## config.mk

```make
export PLATFORM = sky130hd
export DESIGN_NAME = sram_ctrl
export DESIGN_NICKNAME = d
export VERILOG_FILES = /design/src/rtl/sram_ctrl_pkg.sv /design/src/rtl/sram_ctrl_cnt.sv /design/src/rtl/sram_ctrl_seq.sv /design/src/rtl/sram_ctrl_io.sv /design/src/rtl/sram_ctrl.sv
export SDC_FILE = /design/constraint.sdc
export NUM_CORES = 1
export LEC_CHECK = 0
export ABC_AREA = 1
export CORE_ASPECT_RATIO = 1.1
export CORE_MARGIN = 4
export CORE_UTILIZATION = 52
export DETAILED_ROUTE_END_ITERATION = 8
export DONT_BUFFER_PORTS = 1
export HOLD_SLACK_MARGIN = 0.08
export PLACE_DENSITY_LB_ADDON = 0.08
export SKIP_LAST_GASP = 1
export SLEW_MARGIN = 20
export SYNTH_ARGS = -nofsm -noshare
export SYNTH_HDL_FRONTEND = slang
export SYNTH_HIERARCHICAL = 1
export SYNTH_SLANG_ARGS = --single-unit
```

## constraint.sdc

```tcl
create_clock -name clk -period 1.3 [get_ports clk]
set_input_delay 0.195 -clock clk [delete_from_list [all_inputs] [get_ports clk]]
set_output_delay 0.195 -clock clk [all_outputs]
set_load 0.02 [all_outputs]
```

## src/rtl/sram_ctrl_pkg.sv

```systemverilog
package sram_ctrl_pkg;

  typedef enum logic [2:0] {
    ST_IDLE,
    ST_READ,
    ST_WSETUP,
    ST_WPULSE,
    ST_WHOLD
  } seq_state_e;

  // one-cycle commands from the sequencer to the pin register stage
  typedef struct packed {
    logic take_rd;
    logic take_wr;
    logic we_fall;
    logic we_rise;
    logic wr_done;
    logic rd_done;
  } io_cmd_t;

  function automatic int ns_to_cyc(input int ns, input int period_ns);
    return (ns + period_ns - 1) / period_ns;
  endfunction

  function automatic int imax(input int a, input int b);
    return (a > b) ? a : b;
  endfunction

endpackage

```

## src/rtl/sram_ctrl_cnt.sv

```systemverilog
module sram_ctrl_cnt #(
  parameter int W = 4
) (
  input  logic         clk,
  input  logic         rst,
  input  logic         load,
  input  logic [W-1:0] load_val,
  output logic         zero
);

  logic [W-1:0] cnt_q;

  always_ff @(posedge clk) begin
    if (rst) begin
      cnt_q <= '0;
    end else if (load) begin
      cnt_q <= load_val;
    end else if (cnt_q != '0) begin
      cnt_q <= cnt_q - 1'b1;
    end
  end

  assign zero = (cnt_q == '0);

endmodule

```

## src/rtl/sram_ctrl_seq.sv

```systemverilog
module sram_ctrl_seq
  import sram_ctrl_pkg::*;
#(
  parameter int CW   = 4,
  parameter int C_RD = 1,
  parameter int C_WP = 1,
  parameter int C_WH = 1,
  parameter int C_HZ = 1
) (
  input  logic          clk,
  input  logic          rst,
  input  logic          req,
  input  logic          req_we,
  input  logic          ph_zero,
  input  logic          hz_zero,
  output io_cmd_t       cmd,
  output logic          ph_load,
  output logic [CW-1:0] ph_val,
  output logic          hz_load,
  output logic [CW-1:0] hz_val
);

  seq_state_e st_q, st_d;

  always_ff @(posedge clk) begin
    if (rst) st_q <= ST_IDLE;
    else     st_q <= st_d;
  end

  always_comb begin
    st_d    = st_q;
    cmd     = '0;
    ph_load = 1'b0;
    ph_val  = '0;
    unique case (st_q)
      ST_IDLE: begin
        if (req && !req_we) begin
          cmd.take_rd = 1'b1;
          ph_load     = 1'b1;
          ph_val      = CW'(C_RD - 1);
          st_d        = ST_READ;
        end else if (req && req_we && hz_zero) begin
          // bus is free of the RAM's output drivers
          cmd.take_wr = 1'b1;
          st_d        = ST_WSETUP;
        end
      end
      ST_READ: begin
        if (ph_zero) begin
          cmd.rd_done = 1'b1;
          st_d        = ST_IDLE;
        end
      end
      ST_WSETUP: begin
        cmd.we_fall = 1'b1;
        ph_load     = 1'b1;
        ph_val      = CW'(C_WP - 1);
        st_d        = ST_WPULSE;
      end
      ST_WPULSE: begin
        if (ph_zero) begin
          cmd.we_rise = 1'b1;
          ph_load     = 1'b1;
          ph_val      = CW'(C_WH - 1);
          st_d        = ST_WHOLD;
        end
      end
      ST_WHOLD: begin
        if (ph_zero) begin
          cmd.wr_done = 1'b1;
          st_d        = ST_IDLE;
        end
      end
      default: st_d = ST_IDLE;
    endcase
  end

  // release window starts when output enable is withdrawn
  assign hz_load = cmd.rd_done;
  assign hz_val  = CW'(C_HZ);

endmodule

```

## src/rtl/sram_ctrl_io.sv

```systemverilog
module sram_ctrl_io
  import sram_ctrl_pkg::*;
#(
  parameter int AW = 19,
  parameter int DW = 16
) (
  input  logic          clk,
  input  logic          rst,
  input  io_cmd_t       cmd,
  input  logic [AW-1:0] req_addr,
  input  logic [DW-1:0] req_wdata,
  input  logic [DW-1:0] dq_in,
  output logic [AW-1:0] sram_addr,
  output logic          sram_ce_n,
  output logic          sram_we_n,
  output logic          sram_oe_n,
  output logic [DW-1:0] sram_dq_out,
  output logic          sram_dq_oe,
  output logic          ack,
  output logic [DW-1:0] rdata
);

  always_ff @(posedge clk) begin
    if (rst) begin
      sram_addr   <= '0;
      sram_ce_n   <= 1'b1;
      sram_we_n   <= 1'b1;
      sram_oe_n   <= 1'b1;
      sram_dq_out <= '0;
      sram_dq_oe  <= 1'b0;
      ack         <= 1'b0;
      rdata       <= '0;
    end else begin
      ack <= 1'b0;
      if (cmd.take_rd || cmd.take_wr) begin
        sram_addr <= req_addr;
        sram_ce_n <= 1'b0;
      end
      if (cmd.take_rd) sram_oe_n <= 1'b0;
      if (cmd.take_wr) begin
        sram_dq_out <= req_wdata;
        sram_dq_oe  <= 1'b1;
      end
      if (cmd.we_fall) sram_we_n <= 1'b0;
      if (cmd.we_rise) sram_we_n <= 1'b1;
      if (cmd.wr_done) begin
        sram_dq_oe <= 1'b0;
        sram_ce_n  <= 1'b1;
        ack        <= 1'b1;
      end
      if (cmd.rd_done) begin
        rdata     <= dq_in;
        sram_oe_n <= 1'b1;
        sram_ce_n <= 1'b1;
        ack       <= 1'b1;
      end
    end
  end

endmodule

```

## src/rtl/sram_ctrl.sv

```systemverilog
module sram_ctrl
  import sram_ctrl_pkg::*;
#(
  parameter int AW            = 19,
  parameter int DW            = 16,
  parameter int CLK_PERIOD_NS = 10,
  parameter int T_RC_NS       = 10,
  parameter int T_AA_NS       = 10,
  parameter int T_OE_NS       = 4,
  parameter int T_WC_NS       = 10,
  parameter int T_WP_NS       = 7,
  parameter int T_AW_NS       = 7,
  parameter int T_DW_NS       = 5,
  parameter int T_HZ_NS       = 4
) (
  input  logic          clk,
  input  logic          rst,
  input  logic          host_req,
  input  logic          host_we,
  input  logic [AW-1:0] host_addr,
  input  logic [DW-1:0] host_wdata,
  output logic          host_ack,
  output logic [DW-1:0] host_rdata,
  output logic [AW-1:0] sram_addr,
  output logic          sram_ce_n,
  output logic          sram_we_n,
  output logic          sram_oe_n,
  output logic [DW-1:0] sram_dq_out,
  output logic          sram_dq_oe,
  input  logic [DW-1:0] sram_dq_in
);

  localparam int C_RD = imax(1, imax(ns_to_cyc(T_RC_NS, CLK_PERIOD_NS),
                                imax(ns_to_cyc(T_AA_NS, CLK_PERIOD_NS),
                                     ns_to_cyc(T_OE_NS, CLK_PERIOD_NS))));
  // data, address and select are set up one cycle before the strobe falls
  localparam int C_WP = imax(1, imax(ns_to_cyc(T_WP_NS, CLK_PERIOD_NS),
                                imax(ns_to_cyc(T_DW_NS, CLK_PERIOD_NS) - 1,
                                     ns_to_cyc(T_AW_NS, CLK_PERIOD_NS) - 1)));
  localparam int C_WH  = imax(1, ns_to_cyc(T_WC_NS, CLK_PERIOD_NS) - 1 - C_WP);
  localparam int C_HZ  = imax(1, ns_to_cyc(T_HZ_NS, CLK_PERIOD_NS));
  localparam int C_MAX = imax(imax(C_RD, C_WP), imax(C_WH, C_HZ));
  localparam int CW    = $clog2(C_MAX + 1);

  io_cmd_t       cmd;
  logic          ph_load, ph_zero, hz_load, hz_zero;
  logic [CW-1:0] ph_val, hz_val;

  sram_ctrl_seq #(
    .CW(CW), .C_RD(C_RD), .C_WP(C_WP), .C_WH(C_WH), .C_HZ(C_HZ)
  ) u_seq (
    .clk(clk), .rst(rst), .req(host_req), .req_we(host_we),
    .ph_zero(ph_zero), .hz_zero(hz_zero), .cmd(cmd),
    .ph_load(ph_load), .ph_val(ph_val), .hz_load(hz_load), .hz_val(hz_val)
  );

  sram_ctrl_cnt #(.W(CW)) u_phase (
    .clk(clk), .rst(rst), .load(ph_load), .load_val(ph_val), .zero(ph_zero)
  );

  sram_ctrl_cnt #(.W(CW)) u_turn (
    .clk(clk), .rst(rst), .load(hz_load), .load_val(hz_val), .zero(hz_zero)
  );

  sram_ctrl_io #(.AW(AW), .DW(DW)) u_io (
    .clk(clk), .rst(rst), .cmd(cmd), .req_addr(host_addr), .req_wdata(host_wdata),
    .dq_in(sram_dq_in), .sram_addr(sram_addr), .sram_ce_n(sram_ce_n),
    .sram_we_n(sram_we_n), .sram_oe_n(sram_oe_n), .sram_dq_out(sram_dq_out),
    .sram_dq_oe(sram_dq_oe), .ack(host_ack), .rdata(host_rdata)
  );

endmodule

```

==> results of run 1 <==
-- synth_stat cells --
master    number
clkbuf_2       1
o21ai_0       35
nand4_1        1
nand2_2        3
nor3_2         1
buf_4          4
nand3_1        5
dfxtp_1       61
nor3_1         3
buf_6          3
nor2_1       110
a21oi_1        4
inv_2          3
conb_1         2
clkbuf_1       3
buf_2          7
or2_1          1
nand2_1       51
inv_1         33
nor2_4         1
nor2_2         3
-- path summary, 6_finish.rpt --
path | endpoint | depth (start not counted) | from | slack [ns]
setup reg to reg | u_io/sram_addr[14] | 8 | u_seq/st_q[0] | -0.07
hold reg to reg | u_seq/st_q[2] | 3 | u_phase/cnt_q | 0.54
hold / removal | u_seq/st_q[1] | 4 | host_req | 0.18
setup / recovery | u_io/sram_addr[14] | 8 | u_seq/st_q[0] | -0.07
-- cell families after synthesis --
logic type | share of synthesized area, %
compound gates | 8.17
simple gates | 29.9
other cells | 0.314
flops | 51.1
buf+inv | 10.5
-- worst max-delay path, stage by stage (launching register included) --
cell and delay [ns]:
dfxtp_2 0.33, nor3_4 0.19, inv_2 0.08, nor2_4 0.12
buf_6 0.16, nor2_4 0.07, buf_8 0.16, nor2_2 0.09
nor2_1 0.06
-- where the power goes --
group | switching (mW) | internal, mW
clock | 0.686 | 1.02
combinational | 0.807 | 0.615
sequential | 0.576 | 2.19
-- layout make-up --
class,instances,area [um2]
repair buffers,73,756
flip-flops and latches,61,1220
clock buffers,13,169
well taps,54,67.6
clock inverters,1,30.0
fillers,303,873
inverters,36,146
multi-input cells,222,1110
-- repair_timing --
action | 4_1_cts | 5_1_grt
gates cloned | 3 | 2
hold buffers | 50 | 2
resized for setup | 33 | 42
endpoints found under the hold margin | 60 | 2
pin swaps | 4 | 12
buffers inserted | 7 | 2
setup endpoints to repair | 48 | 55
-- routing by layer --
metal,vias up,routed length [um],track usage [%]
met5,-,0,0
met4,0,108,11.4
met1,1022,2770,26.6
met2,80,3720,41.4
li1,1144,-,-
met3,13,549,7.09
-- sequential cells by signal, indices dropped and copies added, names as in the netlist --
register / cells
u_io/ack: 1
u_io/rdata: 16
u_io/sram_addr: 19
u_io/sram_ce_n: 1
u_io/sram_dq_oe: 1
u_io/sram_dq_out: 16
u_io/sram_oe_n: 1
u_io/sram_we_n: 1
u_phase/cnt_q: 1
u_seq/st_q: 3
u_turn/cnt_q: 1
-- cell usage in the layout (no fill, tap or decap), types with 4 or more instances in the layout --
master | synthesis | routed
clkbuf_8 | 0 | 12
nand3_1 | 5 | 4
buf_4 | 4 | 7
inv_1 | 33 | 31
dlygate4sd3_1 | 0 | 52
nand2_1 | 51 | 50
o21ai_0 | 35 | 34
nor2_4 | 1 | 14
buf_6 | 3 | 10
dfxtp_1 | 61 | 59
nor2_1 | 110 | 77
a21oi_1 | 4 | 4
nor2_2 | 3 | 25
-- metrics by stage --
step | hold slack, ns | setup slack [ns] | power, mW | instances
after floorplan | 0.257 | -0.0320 | 3.50 | 335
after global placement | 0.265 | -0.283 | 3.63 | 380
after detailed placement | 0.264 | -0.343 | 3.66 | 380
after CTS | -0.00510 | -0.0647 | 5.71 | 454
after global routing | 0.250 | -0.150 | 6.19 | 460
final | 0.182 | -0.0696 | 5.90 | 460
==> run metrics, run 1 <==
vias in the first global route 2240; Reg clk slew, reported paths 0.06 ns; dominant cells by area after synthesis dfxtp_1, nor2_1, nand2_1, o21ai_0, inv_1; FMAX 730 MHz; Post-Syn Instances 335; die span in y 79.1 um; Setup crit end kind flip-flop; Clk Latency, worst-skew pair 0.33 ns; Root Driver clkbuf_8; drt first pass iters 5; Vias 2259; vias per inst 4.91; Max Slew Vio Count 0; Yosys top cell by area dfxtp_1; Chip Width 72.6 um; Critical Path RT 1.52 ns; Synth Register Bits 61; Detailed Place HPWL 3730 um; clk sink count 61; syn avg cell area 7.13 um2; DRC 0; Port Buffers 0; Yosys top cell area share 51.1%; Min Clock Period, post-route 1.37 ns; RSZ-0062 raised after global routing yes; Pwr Density 1680 nW/um2; clock buffer count from CTS 9; fin area 3510 um2; post-synthesis sequential area ratio 51.1%; period utilization 105%; Area Growth Syn to Fin 46.7%; peak supply drop 1210 uV; max cap viols 0; first-pass GRT wire length 10700 um; H-tree Lvls 3; Critical Path Source Type flip-flop; num rows 25; distinct cell type count after synthesis 21; count of final setup violators 43; critical path data arrival time 1.59 ns; Mapped Nets 390; total negative slack -1.42 ns; ant diodes 0; clk_skew 0.00314 ns; CTS Buffer Depth 2; initial drt markers 148; CTS tree done; final WL 7150 um; Starting Density 54.6%; pin count of the biggest net entering global routing 52; Hold Fails Final Rpt 0; Util after Layout 80.1%; All-Layer GR Usage 24.0%; total congestion overflow 0; Final ANT Viol Nets 0; Worst Hold Class in2reg; Cell Area, Placed 2430 um2; synthesized area 2390 um2; initial antenna violation count 0; CP max FO 8; failing checks setup timing; WS Path Type reg2reg; # IOs 111; Leak 1.60 nW; Die ar. 5750 um2; fraction of layout cells with a size suffix above 1 21.7%; RePlAce Congestion 0.863; YS warnings 6; post-route setup slack -0.0696 ns; Avg WL per Cell 15.5 um; core area 4380 um2; status complete, but fails checks; Nets 458
No activity file was read; power rests on OpenSTA's default activity.
==> run 2, diff against run 1 <==
--- a/config.mk
+++ b/config.mk
@@ -7,5 +7,4 @@
 export LEC_CHECK = 0
 export ABC_AREA = 1
-export CORE_ASPECT_RATIO = 1.1
 export CORE_MARGIN = 4
 export CORE_UTILIZATION = 52
==> constraint.sdc (replaced) <==
create_clock -name clk -period 1.6 [get_ports clk]
set_input_delay 0.24 -clock clk [delete_from_list [all_inputs] [get_ports clk]]
set_output_delay 0.24 -clock clk [all_outputs]
set_load 0.05 [all_outputs]
==> run 2 against run 1 <==
Against the previous run:
- the run now ends clean
- critical path type unchanged
- count of clock-buffer cells in the layout shrank 3
- register-to-register slack gained 0.20 ns
- largest cell class unchanged
- total power fell by 13%
- critical path depth decreased by 2
- final cell count decreased by 1.5%
==> run metrics, run 2 (synthesis results as in run 1) <==
status finished, final reports clean; Avg WL per Cell 13.0 um (-16%); Die ar. 5740 um2 (about the same); Detailed Place HPWL 3570 um (-4.1%); cell family with most CP delay simple AND/OR/NAND/NOR gates; Reg2Reg Depth 6 (-2); CP max FO 17 (+9); Min Clock Period, post-route 1.47 ns (+0.0988 ns); headroom to the max-slew limit 64.4%; Area Growth Syn to Fin 34.5%; Reg clk slew, reported paths 0.07 ns (about the same); Util after Layout 72.8% (-7.3 points); num rows 24 (-4.0%); hold worst-path end u_io/sram_addr[15]; final WL 5880 um (-18%); clk_skew 0.00768 ns (+0.00454 ns); slowest CP cell dfxtp_1; CP Buf/Inv Count 2 (-1); initial drt markers 86 (-42%); Critical Path Max Stage Delay 0.33 ns (about the same); CP Cell Sequence nor3_1 > inv_1 > nor2_1 > buf_4 > o21ai_0 > nor2_1; Worst Hold Class in2reg; actual slew at the worst max-slew pin 0.533 ns; vias in the first global route 1941 (-13%); H-tree Lvls 3 (unchanged); Seq. cell area 1220 um2 (-0.20%); Regs by FF count u_io/sram_addr: 19 flops, u_io/rdata: 16 flops, u_io/sram_dq_out: 16 flops; most common cell after layout, fill and taps aside nor2_1; core area 4410 um2 (+0.80%); period utilization 91.8% (-14 points); commonest cells after routing, fill and taps aside nor2_1, dfxtp_1, dlygate4sd3_1, nand2_1, o21ai_0; All-Layer GR Usage 20.1% (-3.9 points); DRC 0 (unchanged); Final ANT Viol Nets 0 (unchanged); initial antenna violation count 0 (unchanged); Clk Latency, worst-skew pair 0.33 ns (about the same); Pwr Total 5.10 mW (-13%); clock buffer count from CTS 9 (unchanged); worst reg2reg setup slack 0.13 ns (+0.20 ns); total congestion overflow 0 (unchanged); Critical Path Source Type flip-flop; # IOs 111 (unchanged); vias per inst 4.83 (-1.7%); pin count of the biggest net entering global routing 40 (-23%); RSZ-0062 raised after global routing no; drt first pass iters 4 (-1); CTS Buffer Depth 2 (unchanged); critical path data arrival time 1.74 ns (+0.15 ns); r2r endpoint u_io/sram_dq_out[14]; RePlAce Congestion 0.788 (-8.7%); Pwr Density 1590 nW/um2 (-5.6%); fillers 333 (+9.9%); Starting Density 54.1% (-0.43 points); cell mode on critical path nor2_1; fraction of layout cells with a size suffix above 1 11.0% (-11 points); Port Buffers 0 (unchanged); count of final setup violators 0 (-100%); post-route setup slack 0.132 ns (+0.201 ns); max cap viols 0 (unchanged); Root Driver clkbuf_8; die span in y 75.8 um (-4.2%); Setup crit end kind flip-flop; total negative slack 0 ns (+1.42 ns); clk sink count 61 (unchanged); ant diodes 0 (unchanged); Vias 2187 (-3.2%); multi-input combinational cell area 923 um2 (-17%); Hold Path Depth 4 (unchanged); CTS tree done; FMAX 681 MHz (-6.7%); WS Path Type reg2reg; first-pass GRT wire length 8640 um (-19%); Max Slew Vio Count 0 (unchanged); worst slack at placement 0.0838 ns (+0.427 ns); Chip Width 75.8 um (+4.3%); Hold Fails Final Rpt 0 (unchanged); Largest Register u_io/sram_addr; hold path start rst; peak supply drop 1260 uV (+4.3%); max FFs per register 19 (unchanged); FF-to-FF Start u_seq/st_q[2]; Nets 451 (-1.5%); Leak 1.55 nW (-3.0%); Critical Path RT 1.87 ns (+0.35 ns)
-- run 2: changes by cell type in the layout (fill, tap and decap cells not counted), sizes merged --
| cell | previous run | this run |
|---|---|---|
| buf | 21 | 16 |
| bufinv | 1 | 2 |
| clkbuf | 13 | 10 |
| clkinv | 0 | 1 |
| clkinvlp | 1 | 3 |
| inv | 35 | 36 |
| nor2 | 116 | 114 |
-- run 2: how the worst max path moves through the flow --
stage / startpoint / endpoint / slack [ns] / cells after the start
2_1_floorplan: u_seq/st_q[2] / u_io/rdata[10] / 0.21 / 9
5_1_grt: u_seq/st_q[2] / u_io/sram_dq_out[14] / 0.005 / 6
3_5_place_dp: u_seq/st_q[2] / u_io/sram_dq_out[13] / 0.08 / 6
4_1_cts: u_seq/st_q[2] / u_io/sram_dq_out[8] / 0.06 / 6
3_3_place_gp: u_seq/st_q[2] / u_io/sram_dq_out[3] / 0.13 / 6
6_report: u_seq/st_q[2] / u_io/sram_dq_out[14] / 0.13 / 6
-- run 2: what timing repair did --
action,in CTS,in global routing
hold endpoints to repair,60,0
hold buffers,52,0
resized for setup,0,1
endpoints found under the setup margin,0,16
buffers inserted,0,0
-- run 2: worst min-delay path, stage by stage --
cell,delay [ns]
inv_1,0.03
buf_4,0.19
nand2_1,0.08
nor2_1,0.03
-- run 2: cell type report --
type	count	share of cell area (%)
Timing Repair Buffer	68	20.3
Multi-Input combinational cell	220	28.7
Clock inverter	6	2.73
Tap cell	52	2.02
Sequential cell	61	38.0
Inverter	36	4.21
Clock buffer	10	3.97
-- run 2: per-layer routing --
layer,track usage (%),up-vias,wire (um)
met5,0,-,0
met4,10.1,0,148
met3,6.99,14,607
met2,34.3,91,2860
met1,22.0,952,2260
li1,-,1130,-
-- run 2: power breakdown --
part	internal, mW	total [mW]	leakage [nW]	switching (mW)
sequential	1.78	2.61	0.502	0.837
combinational	0.387	1.03	0.955	0.647
clock	0.874	1.46	0.0985	0.582
-- run 2: stage by stage --
step | instances | area [um2] | hold WS, ns
after floorplan | 335 | 2390 | 0.307
after global placement | 385 | 2480 | 0.309
after detailed placement | 385 | 2480 | 0.309
after CTS | 453 | 3210 | 0.267
after global routing | 453 | 3210 | 0.290
final | 453 | 3210 | 0.278
==> run 3, diff against run 2 <==
CELL_PAD_IN_SITES_DETAIL_PLACEMENT = 1   (was unset)
CELL_PAD_IN_SITES_GLOBAL_PLACEMENT = 2   (was unset)
CORE_UTILIZATION = 34   (was 52)
PLACE_DENSITY_LB_ADDON = 0.1   (was 0.08)
==> run 3 against run 2 <==
Against the previous run:
- clock skew fell by 0.00055 ns
- register-to-register slack got worse by 0.04 ns
- non-clock buffer count rose by 4
- via count rose by 3.1%
- highest routed layer unchanged
==> run metrics, run 3 (synthesis results as in run 1) <==
Die ar. 8430 um2 (+47%); FF-to-FF Start u_seq/st_q[1]; Setup crit end kind flip-flop; Reg clk slew, reported paths 0.07 ns (about the same); post-route insts no fill 502 (+11%); final WL 7000 um (+19%); Util after Layout 49.3% (-23 points); WS Path Type reg2reg; CTS tree done; Hold Fails Final Rpt 0 (unchanged); clk sink count 61 (unchanged); Hold Path Depth 4 (unchanged); Reg2Reg Depth 8 (+2); Chip Width 91.8 um (+21%); status finished, final reports clean; clock network power share 29.4% (+0.9 points); clk_skew 0.00713 ns (-0.000549 ns); fin area 3350 um2 (+4.3%); Max Slew Vio Count 0 (unchanged); Gate power share 19.8% (-0.5 points); initial antenna violation count 0 (unchanged); Worst Hold Class in2reg; Final ANT Viol Nets 0 (unchanged); initial drt markers 47 (-45%); max FFs per register 19 (unchanged); die span in y 91.8 um (+21%); Clk Latency, worst-skew pair 0.33 ns (about the same); worst slack at placement -0.127 ns (-0.211 ns); actual slew at the worst max-slew pin 0.569 ns (+0.0356 ns); Avg WL per Cell 13.9 um (+7.4%); # IOs 111 (unchanged); clock buffer count from CTS 9 (unchanged); Cell Area, Placed 2500 um2 (+1.1%); cell-internal power 3.14 mW (+3.6%); Starting Density 35.2% (-19 points); core area 6790 um2 (+54%); CTS Buffer Depth 2 (unchanged); hold worst-path end u_io/rdata[2]; Pwr Total 5.27 mW (+3.3%); Largest Register u_io/sram_addr; Detailed Place HPWL 4350 um (+22%); sw power 2.13 mW (+2.9%); Area Growth Syn to Fin 40.2%; headroom to the max-slew limit 62.0% (-2.4 points); RePlAce Congestion 0.757 (-3.9%); critical path data arrival time 1.73 ns (about the same); vias per inst 4.49 (-7.0%); Critical Path Source Type flip-flop; hold path start rst; Nets 456 (+1.1%); total congestion overflow 0 (unchanged); placed cell count 427 (+11%); worst reg2reg setup slack 0.09 ns (-0.04 ns); Leak 1.60 nW (+3.0%); vias in the first global route 2339 (+21%); Seq pwr share 50.8% (-0.4 points); H-tree Lvls 3 (unchanged); max cap viols 0 (unchanged); first-pass GRT wire length 11100 um (+29%); FMAX 662 MHz (-2.7%); total negative slack 0 ns (unchanged); period utilization 94.4% (+2.6 points); commonest cells after routing, fill and taps aside nor2_1, dfxtp_1, dlygate4sd3_1, nand2_1, o21ai_0; peak supply drop 734 uV (-42%); Critical Path RT 1.82 ns (-0.05 ns); Port Buffers 0 (unchanged); count of final setup violators 0 (unchanged); final hold slack 0.281 ns (+0.00292 ns); drt first pass iters 4 (unchanged); most common cell after layout, fill and taps aside nor2_1; RSZ-0062 raised after global routing yes; ant diodes 0 (unchanged); switch share 40.3% (-0.17 points); num rows 30 (+25%); Pwr Density 1570 nW/um2 (-0.93%); Vias 2255 (+3.1%); Root Driver clkbuf_8; Regs by FF count u_io/sram_addr: 19 flops, u_io/rdata: 16 flops, u_io/sram_dq_out: 16 flops; CP max FO 16 (-1); DRC 0 (unchanged); All-Layer GR Usage 16.6% (-3.5 points); Min Clock Period, post-route 1.51 ns (+0.0414 ns); pin count of the biggest net entering global routing 40 (unchanged); CP startpoint u_seq/st_q[1]; fraction of layout cells with a size suffix above 1 12.8% (+1.8 points); r2r endpoint u_io/sram_dq_out[14]; post-route setup slack 0.0902 ns (-0.0414 ns)
==> run 3: what timing repair did <==
| action | CTS | global route |
|---|---|---|
| hold buffers | 52 | 0 |
| gates cloned | 0 | 1 |
| hold endpoints to repair | 60 | 0 |
| setup endpoints to repair | 24 | 36 |
| setup buffers | 1 | 5 |
| pin swaps | 1 | 2 |
| gates resized for setup | 2 | 7 |
==> run 3: routing by layer <==
metal	vias to the layer above	track usage, %	part of all wire [%]
met5	-	0	0
met4	0	6.68	1.5
met3	10	5.66	8.4
met2	77	28.9	48
met1	1029	18.5	42
li1	1139	-	-
==> run 3: final cells by class <==
cell class | instances | area [um2]
Tap cell | 96 | 120
Clock buffer | 12 | 155
Fill cell | 848 | 3440
Clock inverter | 4 | 70.1
Multi-Input combinational cell | 221 | 950
Timing Repair Buffer | 72 | 696
Inverter | 36 | 139
Sequential cell | 61 | 1220
==> run 3: power by group through the flow <==
stage / clock, mW / combinational (mW) / sequential [mW]
floorplan: 0 / 0.605 / 2.75
global placement: 0 / 0.836 / 2.71
detailed placement: 0 / 0.861 / 2.71
CTS: 1.61 / 0.991 / 2.68
global route: 1.66 / 1.20 / 2.71
finish: 1.55 / 1.04 / 2.68
==> run 3: how the worst max path moves through the flow <==
| stage | to | slack [ns] | cells after the start |
|---|---|---|---|
| finish | u_io/sram_dq_out[14] | 0.09 | 8 |
| CTS | u_io/sram_addr[5] | -0.05 | 7 |
| floorplan | u_io/rdata[10] | 0.21 | 9 |
| global placement | u_io/sram_dq_out[14] | -0.08 | 7 |
| global route | u_io/sram_dq_out[9] | -0.003 | 8 |
| detailed placement | u_io/sram_dq_out[13] | -0.13 | 7 |
==> run 3: worst max-delay path, cell delays in order (launching register included) <==
cell and delay (ns):
dfxtp_1 0.32, nor3_2 0.20, inv_1 0.11, nor2_4 0.19
buf_12 0.16, clkinvlp_4 0.10, buf_12 0.15, nor2_1 0.10
nor2_1 0.06
